`src/rtl/nor_pkg.sv`:
```
package nor_pkg;

    typedef enum logic [3:0] {
        ST_READ,
        ST_UNLK_B,
        ST_CMD,
        ST_PROG_DATA,
        ST_ERS_A,
        ST_ERS_B,
        ST_ERS_CMD,
        ST_AUTOSEL,
        ST_QUERY,
        ST_PROG_BUSY,
        ST_ERS_BUSY
    } st_e;

    localparam logic [7:0] KEY_A       = 8'hAA;
    localparam logic [7:0] KEY_B       = 8'h55;
    localparam logic [7:0] OP_ERASE    = 8'h80;
    localparam logic [7:0] OP_IDENT    = 8'h90;
    localparam logic [7:0] OP_PROG     = 8'hA0;
    localparam logic [7:0] OP_BYPASS   = 8'h20;
    localparam logic [7:0] OP_CHIP     = 8'h10;
    localparam logic [7:0] OP_SECTOR   = 8'h30;
    localparam logic [7:0] OP_QUERY    = 8'h98;
    localparam logic [7:0] OP_RESET    = 8'hF0;
    localparam logic [7:0] OP_BYP_EXIT = 8'h00;
    localparam logic [7:0] QUERY_OFS   = 8'h55;
    localparam logic [7:0] ERASE_STAT  = 8'h08;
    localparam int         LAZY_LIMIT  = 42;

    // State reached by a command byte in the command slot.
    function automatic st_e cmd_target(input logic [7:0] c);
        case (c)
            OP_ERASE: return ST_ERS_A;
            OP_IDENT: return ST_AUTOSEL;
            OP_PROG:  return ST_PROG_DATA;
            default:  return ST_READ;
        endcase
    endfunction

    function automatic logic [7:0] ident_byte(input logic [7:0] ofs,
                                              input logic [7:0] i0, input logic [7:0] i1,
                                              input logic [7:0] i2, input logic [7:0] i3);
        case (ofs)
            8'h00:   return i0;
            8'h01:   return i1;
            8'h0E:   return i2;
            8'h0F:   return i3;
            default: return 8'h00;
        endcase
    endfunction

    function automatic logic [7:0] query_byte(input logic [7:0] ofs, input int aw,
                                              input int nsect, input int ssize);
        case (ofs)
            8'h10: return 8'h51;
            8'h11: return 8'h52;
            8'h12: return 8'h59;
            8'h13: return 8'h02;
            8'h15: return 8'h31;
            8'h27: return 8'(aw);
            8'h2C: return 8'h01;
            8'h2D: return 8'(nsect - 1);
            8'h2E: return 8'((nsect - 1) >> 8);
            8'h2F: return 8'(ssize >> 8);
            8'h30: return 8'(ssize >> 16);
            8'h31: return 8'h50;
            8'h32: return 8'h52;
            8'h33: return 8'h49;
            default: return 8'h00;
        endcase
    endfunction

endpackage

```
`src/rtl/nor_cmd_fsm.sv`:
```
module nor_cmd_fsm
    import nor_pkg::*;
#(
    parameter int          AW       = 8,
    parameter int          SW       = 6,
    parameter logic [15:0] UNLOCK0  = 16'h00AA,
    parameter logic [15:0] UNLOCK1  = 16'h0055,
    parameter int          PROG_CYC = 4,
    parameter int          SECT_CYC = 64,
    parameter int          CHIP_CYC = 640
) (
    input  logic          clk,
    input  logic          rst,
    input  logic [AW-1:0] addr,
    input  logic [7:0]    wdata,
    input  logic          wr_en,
    input  logic          rd_en,
    output st_e           st,
    output logic          bypass,
    output logic          direct,
    output logic          last_prog,
    output logic          d7,
    output logic          prog_we,
    output logic          fill_we,
    output logic [AW-1:0] fill_addr
);
    localparam int            TW     = $clog2(CHIP_CYC + 1);
    localparam logic [AW-1:0] U0     = AW'(UNLOCK0);
    localparam logic [AW-1:0] U1     = AW'(UNLOCK1);
    localparam logic [AW-1:0] QOFS   = AW'(QUERY_OFS);
    localparam logic [SW-1:0] S_ONES = '1;

    logic [TW-1:0] tmr;
    logic [AW-1:0] ptr, ptr_end;
    logic          fill_on;
    logic [5:0]    lazy;

    wire at_u0  = (addr == U0);
    wire at_u1  = (addr == U1);
    wire is_qry = (addr == QOFS) && (wdata == OP_QUERY);
    wire busy   = (st == ST_PROG_BUSY) || (st == ST_ERS_BUSY);

    assign prog_we   = wr_en && (st == ST_PROG_DATA);
    assign fill_we   = fill_on;
    assign fill_addr = ptr;

    always_ff @(posedge clk) begin
        if (rst) begin
            st        <= ST_READ;
            bypass    <= 1'b0;
            direct    <= 1'b1;
            last_prog <= 1'b0;
            d7        <= 1'b0;
            tmr       <= '0;
            ptr       <= '0;
            ptr_end   <= '0;
            fill_on   <= 1'b0;
            lazy      <= '0;
        end else begin
            if (fill_on) begin
                ptr <= ptr + 1'b1;
                if (ptr == ptr_end) fill_on <= 1'b0;
            end
            if (busy) begin
                if (tmr == '0) begin
                    st <= ST_READ;
                    if (st == ST_ERS_BUSY) begin
                        direct <= 1'b1;
                    end else begin
                        last_prog <= 1'b1;
                        direct    <= 1'b0;
                        lazy      <= '0;
                    end
                end else begin
                    tmr <= tmr - 1'b1;
                end
            end else if (wr_en) begin
                direct    <= 1'b0;
                lazy      <= '0;
                last_prog <= 1'b0;
                if (wdata == OP_RESET && st != ST_PROG_DATA) begin
                    st <= ST_READ;
                end else begin
                    case (st)
                        ST_READ: begin
                            if (is_qry) st <= ST_QUERY;
                            else if (bypass) begin
                                st <= cmd_target(wdata);
                                if (wdata == OP_BYPASS) bypass <= 1'b1;
                            end else if (at_u0 && wdata == KEY_A) st <= ST_UNLK_B;
                            else st <= ST_READ;
                        end
                        ST_UNLK_B: st <= (at_u1 && wdata == KEY_B) ? ST_CMD : ST_READ;
                        ST_CMD: begin
                            if (!bypass && !at_u0) st <= ST_READ;
                            else begin
                                st <= cmd_target(wdata);
                                if (wdata == OP_BYPASS) bypass <= 1'b1;
                            end
                        end
                        ST_PROG_DATA: begin
                            d7  <= wdata[7];
                            tmr <= TW'(PROG_CYC - 1);
                            st  <= ST_PROG_BUSY;
                        end
                        ST_ERS_A: st <= (at_u0 && wdata == KEY_A) ? ST_ERS_B : ST_READ;
                        ST_ERS_B: st <= (at_u1 && wdata == KEY_B) ? ST_ERS_CMD : ST_READ;
                        ST_ERS_CMD: begin
                            if (wdata == OP_CHIP && at_u0) begin
                                ptr     <= '0;
                                ptr_end <= '1;
                                fill_on <= 1'b1;
                                tmr     <= TW'(CHIP_CYC - 1);
                                st      <= ST_ERS_BUSY;
                            end else if (wdata == OP_SECTOR) begin
                                ptr     <= {addr[AW-1:SW], {SW{1'b0}}};
                                ptr_end <= {addr[AW-1:SW], S_ONES};
                                fill_on <= 1'b1;
                                tmr     <= TW'(SECT_CYC - 1);
                                st      <= ST_ERS_BUSY;
                            end else begin
                                st <= ST_READ;
                            end
                        end
                        ST_AUTOSEL: begin
                            if (is_qry) st <= ST_QUERY;
                            else begin
                                if (bypass && wdata == OP_BYP_EXIT) bypass <= 1'b0;
                                st <= ST_READ;
                            end
                        end
                        default: st <= ST_READ;
                    endcase
                end
            end else if (rd_en && st == ST_READ && !direct) begin
                if (lazy == 6'(LAZY_LIMIT)) direct <= 1'b1;
                lazy <= lazy + 1'b1;
            end
        end
    end

endmodule

```
`src/rtl/nor_array.sv`:
```
module nor_array #(
    parameter int AW = 8
) (
    input  logic          clk,
    input  logic          rst,
    input  logic [AW-1:0] addr,
    input  logic [7:0]    wdata,
    input  logic          prog_we,
    input  logic          fill_we,
    input  logic [AW-1:0] fill_addr,
    output logic [7:0]    arr_q
);
    localparam int DEPTH = 1 << AW;

    logic [7:0] mem [DEPTH];

    always_ff @(posedge clk) begin
        if (rst) begin
            for (int i = 0; i < DEPTH; i++) mem[i] <= 8'hFF;
        end else if (fill_we) begin
            mem[fill_addr] <= 8'hFF;
        end else if (prog_we) begin
            mem[addr] <= mem[addr] & wdata;
        end
    end

    assign arr_q = mem[addr];

endmodule

```
`src/rtl/nor_rd_mux.sv`:
```
module nor_rd_mux
    import nor_pkg::*;
#(
    parameter int         AW  = 8,
    parameter int         SW  = 6,
    parameter logic [7:0] ID0 = 8'h01,
    parameter logic [7:0] ID1 = 8'h7E,
    parameter logic [7:0] ID2 = 8'h22,
    parameter logic [7:0] ID3 = 8'h01
) (
    input  st_e           st,
    input  logic          direct,
    input  logic          last_prog,
    input  logic          d7,
    input  logic [AW-1:0] addr,
    input  logic [7:0]    arr_q,
    output logic [7:0]    rdata
);
    localparam int NSECT = 1 << (AW - SW);
    localparam int SSIZE = 1 << SW;

    wire [7:0] ofs = 8'(addr);

    always_comb begin
        case (st)
            ST_READ:      rdata = (last_prog && !direct) ? {d7, 7'b0} : arr_q;
            ST_AUTOSEL:   rdata = ident_byte(ofs, ID0, ID1, ID2, ID3);
            ST_QUERY:     rdata = query_byte(ofs, AW, NSECT, SSIZE);
            ST_PROG_BUSY: rdata = {~d7, 7'b0};
            ST_ERS_BUSY:  rdata = ERASE_STAT;
            default:      rdata = arr_q;
        endcase
    end

endmodule

```
`src/rtl/nor_cmd_seq.sv`:
```
module nor_cmd_seq
    import nor_pkg::*;
#(
    parameter int          AW       = 8,
    parameter int          SW       = 6,
    parameter logic [15:0] UNLOCK0  = 16'h00AA,
    parameter logic [15:0] UNLOCK1  = 16'h0055,
    parameter int          PROG_CYC = 4,
    parameter int          SECT_CYC = 64,
    parameter int          CHIP_CYC = 640,
    parameter logic [7:0]  ID0      = 8'h01,
    parameter logic [7:0]  ID1      = 8'h7E,
    parameter logic [7:0]  ID2      = 8'h22,
    parameter logic [7:0]  ID3      = 8'h01
) (
    input  logic          clk,
    input  logic          rst,
    input  logic [AW-1:0] addr,
    input  logic [7:0]    wdata,
    input  logic          wr_en,
    input  logic          rd_en,
    output logic [7:0]    rdata
);
    st_e           st;
    logic          bypass, direct, last_prog, d7, prog_we, fill_we;
    logic [AW-1:0] fill_addr;
    logic [7:0]    arr_q;

    nor_cmd_fsm #(
        .AW(AW), .SW(SW), .UNLOCK0(UNLOCK0), .UNLOCK1(UNLOCK1),
        .PROG_CYC(PROG_CYC), .SECT_CYC(SECT_CYC), .CHIP_CYC(CHIP_CYC)
    ) u_fsm (
        .clk(clk), .rst(rst), .addr(addr), .wdata(wdata), .wr_en(wr_en), .rd_en(rd_en),
        .st(st), .bypass(bypass), .direct(direct), .last_prog(last_prog), .d7(d7),
        .prog_we(prog_we), .fill_we(fill_we), .fill_addr(fill_addr)
    );

    nor_array #(.AW(AW)) u_arr (
        .clk(clk), .rst(rst), .addr(addr), .wdata(wdata), .prog_we(prog_we),
        .fill_we(fill_we), .fill_addr(fill_addr), .arr_q(arr_q)
    );

    nor_rd_mux #(
        .AW(AW), .SW(SW), .ID0(ID0), .ID1(ID1), .ID2(ID2), .ID3(ID3)
    ) u_mux (
        .st(st), .direct(direct), .last_prog(last_prog), .d7(d7),
        .addr(addr), .arr_q(arr_q), .rdata(rdata)
    );

endmodule

```
`config.mk`:
```
export PLATFORM = sky130hd
export DESIGN_NAME = nor_cmd_seq
export DESIGN_NICKNAME = d
export VERILOG_FILES = /design/src/rtl/nor_pkg.sv /design/src/rtl/nor_cmd_fsm.sv /design/src/rtl/nor_array.sv /design/src/rtl/nor_rd_mux.sv /design/src/rtl/nor_cmd_seq.sv
export SDC_FILE = /design/constraint.sdc
export NUM_CORES = 2
export LEC_CHECK = 0
export BUFFER_PORTS_ARGS = -buffer_cell sky130_fd_sc_hd__buf_2
export CAP_MARGIN = 20
export CORE_AREA = 2 2 464 466
export DETAILED_ROUTE_END_ITERATION = 12
export DIE_AREA = 0 0 466 468
export PLACE_DENSITY_LB_ADDON = 0.12
export SLEW_MARGIN = 25
export SYNTH_ARGS = -nofsm -noshare
export SYNTH_HDL_FRONTEND = slang
export SYNTH_SLANG_ARGS = --single-unit
```
`constraint.sdc`:
```
create_clock -name clk -period 4.5 [get_ports clk]
set_input_delay 0.45 -clock clk [delete_from_list [all_inputs] [get_ports clk]]
set_output_delay 0.45 -clock clk [all_outputs]
set_load 0.01 [all_outputs]
```
After elaboration in Yosys (flattened, before gate mapping)
Memories as Yosys holds them, arrays and structs flattened.
Cells that the tools add are included.
Operators by class
  mux-type cells: 81
  add/sub/neg operators: 3
  eq/ne operators: 38
  bitwise gates (word level): 4
  reduce and logical (&&, ||, !) cells: 37
Operator list (number)
  $mux 8: 15
  $mux 10: 6
  $eq 8x8->1 const B: 7
  $mux 4: 10
  $pmux 8 s5: 1
  $mux 1: 36
  $pmux 4 s8: 1
  $mux 6: 5
  $pmux 7 s3: 1
  $pmux 10 s2: 1
  $eq 4x3->1 const B: 4
  $eq 8x4->1 const B: 2
  $eq 8x6->1 const B: 2
  $eq 8x7->1 const B: 2
  $logic_not 8->1: 2
  $reduce_or 8->1: 2
  $eq 4x4->1 const B: 3
  $ne 2x2->1 const B: 6
  $reduce_bool 3->1: 4
  $logic_and 1x1->1: 11
  $logic_not 10->1: 1
  $reduce_and 5->1: 2
  $sub 10x1->10 const B: 1
  $pmux 3 s3: 1
  26 further kinds: 37
Word-level totals
  output and inout port bits: 8
  bits in read-only memories: 384
  bits in registers: 41
  bits of input ports: 20
  logic and storage cells: 175
  memories: 2
  memory bits (writable): 2048
Memories
  u_arr.mem: words 256, bits a word 8, read ports 1, clocked after Yosys merged registers in 0, write ports 256, RTL line nor_array.sv:15  | logic [7:0] mem [DEPTH];
  (name not given): words 64, bits a word 6, read ports 1, clocked after Yosys merged registers in 0, write ports 0, RTL line nor_pkg.sv:56  | case (ofs)

Depth between registers and ports, before layout
  word-level depth: 9
  gate-level depth with buffers: 16
  gate-level depth less buffers: 9

By module
A second synthesis with hierarchy kept.
Second synthesis, totals
  cells, all modules: 7204
  area, all modules: 103065.1 um2
Modules (own cells, without submodules)
  nor_array: cells an instance 6846, area an instance 100201.1 um2, sequential area each 61499.0 um2, times used 1
  nor_cmd_fsm: cells an instance 285, area an instance 2346.0 um2, sequential area each 720.7 um2, times used 1
  nor_rd_mux: cells an instance 73, area an instance 518.0 um2, sequential area each 0.0 um2, times used 1

Worst setup path before layout
No wires, ideal clock.
  path type: input-to-output
  start point: in addr[0]
  end point: out rdata[0]
  required time: 4.050 ns
  slack: 0.891 ns
  arrival time: 3.159 ns
  buffers on the path: 6
  stages: 12
  cell sequence: buf_2 > buf_6 > buf_4 > buf_2 > buf_4 > buf_2 > mux4_2 > a22oi_1 > nand4_1 > a32oi_1 > nand4_1 > a221o_1
On the way
  longest elaborated chain between the ends: 4
  elaborated cells between the ends (all ways): 11
  those cells by class: eq/ne: 3; mux: 4; reduce/logical: 2; memory: 2
Ends and longest elaborated chain
  from (decl): RTL line nor_cmd_seq.sv:18  | input logic [AW-1:0] addr,
  parallel branches: the longest is 3 deep, another holds $mem_v2 256x8
  $pmux 8 s5 (*): RTL line nor_rd_mux.sv:25  | case (st)
  to (decl): RTL line nor_cmd_seq.sv:22  | output logic [7:0] rdata
Mark *: on every way between the ends.

Final worst setup path
  start point: in addr[2]
  end point: out rdata[6]
Same word-level chain as after synthesis.

==> out/qor.yml <==
critical_path:
  critPathKind: "in -> out"
  arrival_ps: 4120
  cp_data_required_time_ps: 4050
  worst_setup_path_end_kind: "output port"
  start_kind: "primary input"
  path_max_fanout: 21
place:
  port-buffer-count: 27
  placed_cells: 10180
  dp_hpwl_um: 254800
  gp_congestion: 1.007
floorplan:
  start_util_pct: 44.73
  die_h_um: 468
  dieArea_mm2: 0.2181
  io_pins: 28
  die_w_um: 466
  fp-row-count: 170
  core_area_mm2: 0.2133
yosys:
  ys_seq_elements: 2084
  synth_area_per_cell_um2: 13.36
  async_flop_share_pct: 0
  ys.flop_type: "edfxtp_1"
  syn-num-nets: 7172
  yosys_warnings: 0
  syn_area_mm2: 0.09542
  netlist_instances: 7142
  ys_seq_area_share_pct: 65.20
  yosysUniqueCellTypes: 84
  synth_enable_flop_cells: 2048
cells_and_area:
  area_growth_pct: 16.57
  filler_cell_count: 18080
  multi_input_area_mm2: 0.03021
  instances_no_fill: 10600
  final_common_cell: "edfxtp_1"
  final_cell_mix: "edfxtp_1 (2,048), nand2_1 (1,662), buf_4 (641)"
  seq_area_mm2: 0.06222
  final_core_util_pct: 52.14
  drive_gt1_share_pct: 20.33
  nets: 7600
drt:
  wl_um: 369600
  vias: 67540
  drt_iter0_drc: 9731
  avgViaCountPerCell: 6.371
  drt_pass1_iterations: 9
  antenna_left: 0
  wire_per_inst_um: 34.86
  drc: 0
clocking:
  max-clock-path-buffers: 3
  clk_latency_ps: 910
  htreeDepth: 4
  clockRootBuffer: "clkbuf_16"
  cts_tree: "built"
  clkTransAtPathRegs_ps: 60
  numCtsBuffers: 221
  clkSinkCount: 2084
timing:
  clock_skew_ps: 52.31
  clock.fmax_ghz: 0.2188
  slew_violations: 0
  fin_worst_hold_slack_ps: 110.1
  hold_violations: 0
  worst_pin_slew_ps: 1128
  fin_ws_ps: -71.15
  setup_viol: 1
  max-slew-margin-rel_pct: 24.79
  period_share_pct: 101.6
  fin_crit_ps: 4571
outcome:
  status: "finished, violations left"
  violations: "setup timing"
hold_path:
  hold_class: "in -> reg"
grt:
  overflow: 0
  grt_pass1_vias: 65340
  grt_pass1_wl_um: 513100
  antenna_found_initial: 17
  grt_max_degree: 148
  track_usage_pct: 33.61
run:
  cap_violations: 0
power:
  power_density_mw_per_mm2: 410.6
  irDropWorstVdd_mv: 0.3406
  power.leakage_nw: 36.35
==> final timing paths <==
check | from | endpoint | slack [ps] | cells past startpoint
hold / removal | rd_en | u_fsm.direct | 110 | 5
setup reg to reg | u_fsm.st[3] | u_arr.mem[31][6] | 230 | 8
setup / recovery | addr[2] | rdata[6] | -70 | 11
hold reg to reg | u_fsm.tmr[9] | u_fsm.tmr[8] | 490 | 2
==> logic make-up (layout without fill, tap and decap cells) <==
| kind of cell | count (synthesis) | after routing | synth area share [%] |
|---|---|---|---|
| and+or+nand+nor | 2639 | 2639 | 11.55 |
| AOI/OAI and AO/OA | 1006 | 1006 | 7.031 |
| muxes | 751 | 751 | 12.44 |
| adders and majority gates | 10 | 10 | 0.1311 |
| DFF | 2084 | 2084 | 65.20 |
| buffers and inverters | 636 | 1243 | 3.505 |
| other | 0 | 14 | 0 |
| xor gates and xnor gates | 16 | 16 | 0.1469 |
==> synthesized netlist by cell type, drive strengths merged (36+ instances only) <==
cell,instances,area (µm²)
mux2,37,416.7
nand3,353,1767
mux4,344,7747
a22oi,114,855.8
edfxtp,2048,61500
o22ai,72,450.4
nand2,1670,6269
a21o,82,615.6
buf,387,2410
clkbuf,229,859.6
a21oi,72,360.4
dfxtp,36,720.7
o21bai,179,1344
nor2,370,1389
o21ai,303,1516
mux2i,370,3704
nor3,40,200.2
==> what timing repair did <==
item                       4_1_cts  5_1_grt
setup buffers                    3        2
hold endpoints to repair        15        0
setup endpoints to repair        5        3
resized for setup                3        5
pin swaps                        0        2
hold buffers                     3        0
==> area by class of cell <==
class / instances / area share [%]
multi-input cells: 4422 / 27.16
clock inverters: 130 / 1.142
inverters: 20 / 0.07536
clock buffers: 272 / 5.220
diodes: 14 / 0.03150
repair buffers: 821 / 7.248
well taps: 2838 / 3.192
flip-flops and latches: 2084 / 55.94
==> sequential cells by signal, indices dropped and copies added (netlist names) <==
name / cells
u_fsm.fill_addr: 8
u_fsm.direct: 1
u_fsm.st: 4
u_fsm.fill_we: 1
u_fsm.ptr_end: 3
u_fsm.d7: 1
u_fsm.bypass: 1
u_fsm.tmr: 10
u_fsm.lazy: 6
u_arr.mem: 2048
u_fsm.last_prog: 1
==> critical path, stage by stage <==
cell and delay, ps:
buf_6 250, buf_12 250, nor2b_4 720, buf_4 330, nand2_1 310, o22a_1 320, a41oi_1 240, buf_4 220
a211oi_4 90, o211ai_1 620, buf_2 250
==> where the power goes <==
part / leakage [nW] / total, W / switching (W) / internal [W]
combinational: 12.5 / 0.00512 / 0.00336 / 0.00176
sequential: 20.3 / 0.0224 / 0.000246 / 0.0221
clock: 3.45 / 0.0182 / 0.00787 / 0.0103
total: 36.3 / 0.0457 / 0.0115 / 0.0342
==> per-stage QoR <==
stage                     total power, W  worst slack, ps  cell area, µm²  TNS, ps
after floorplan                  0.02517            890.6           95420        0
after global routing             0.04666           -18.00          111200   -18.00
after detailed placement         0.02774           -161.8          104000   -34620
final                            0.04568           -71.15          111200   -71.15
after global placement           0.02768           -613.6          104000  -133780
after CTS                        0.04566            6.981          111200        0
==> routing by layer <==
metal	wire [µm]	GRT usage [%]
met1	143200	45.86
met2	159800	48.82
met3	43590	9.312
met4	22930	18.17
met5	60	0
(Power assumes the default switching activity.)
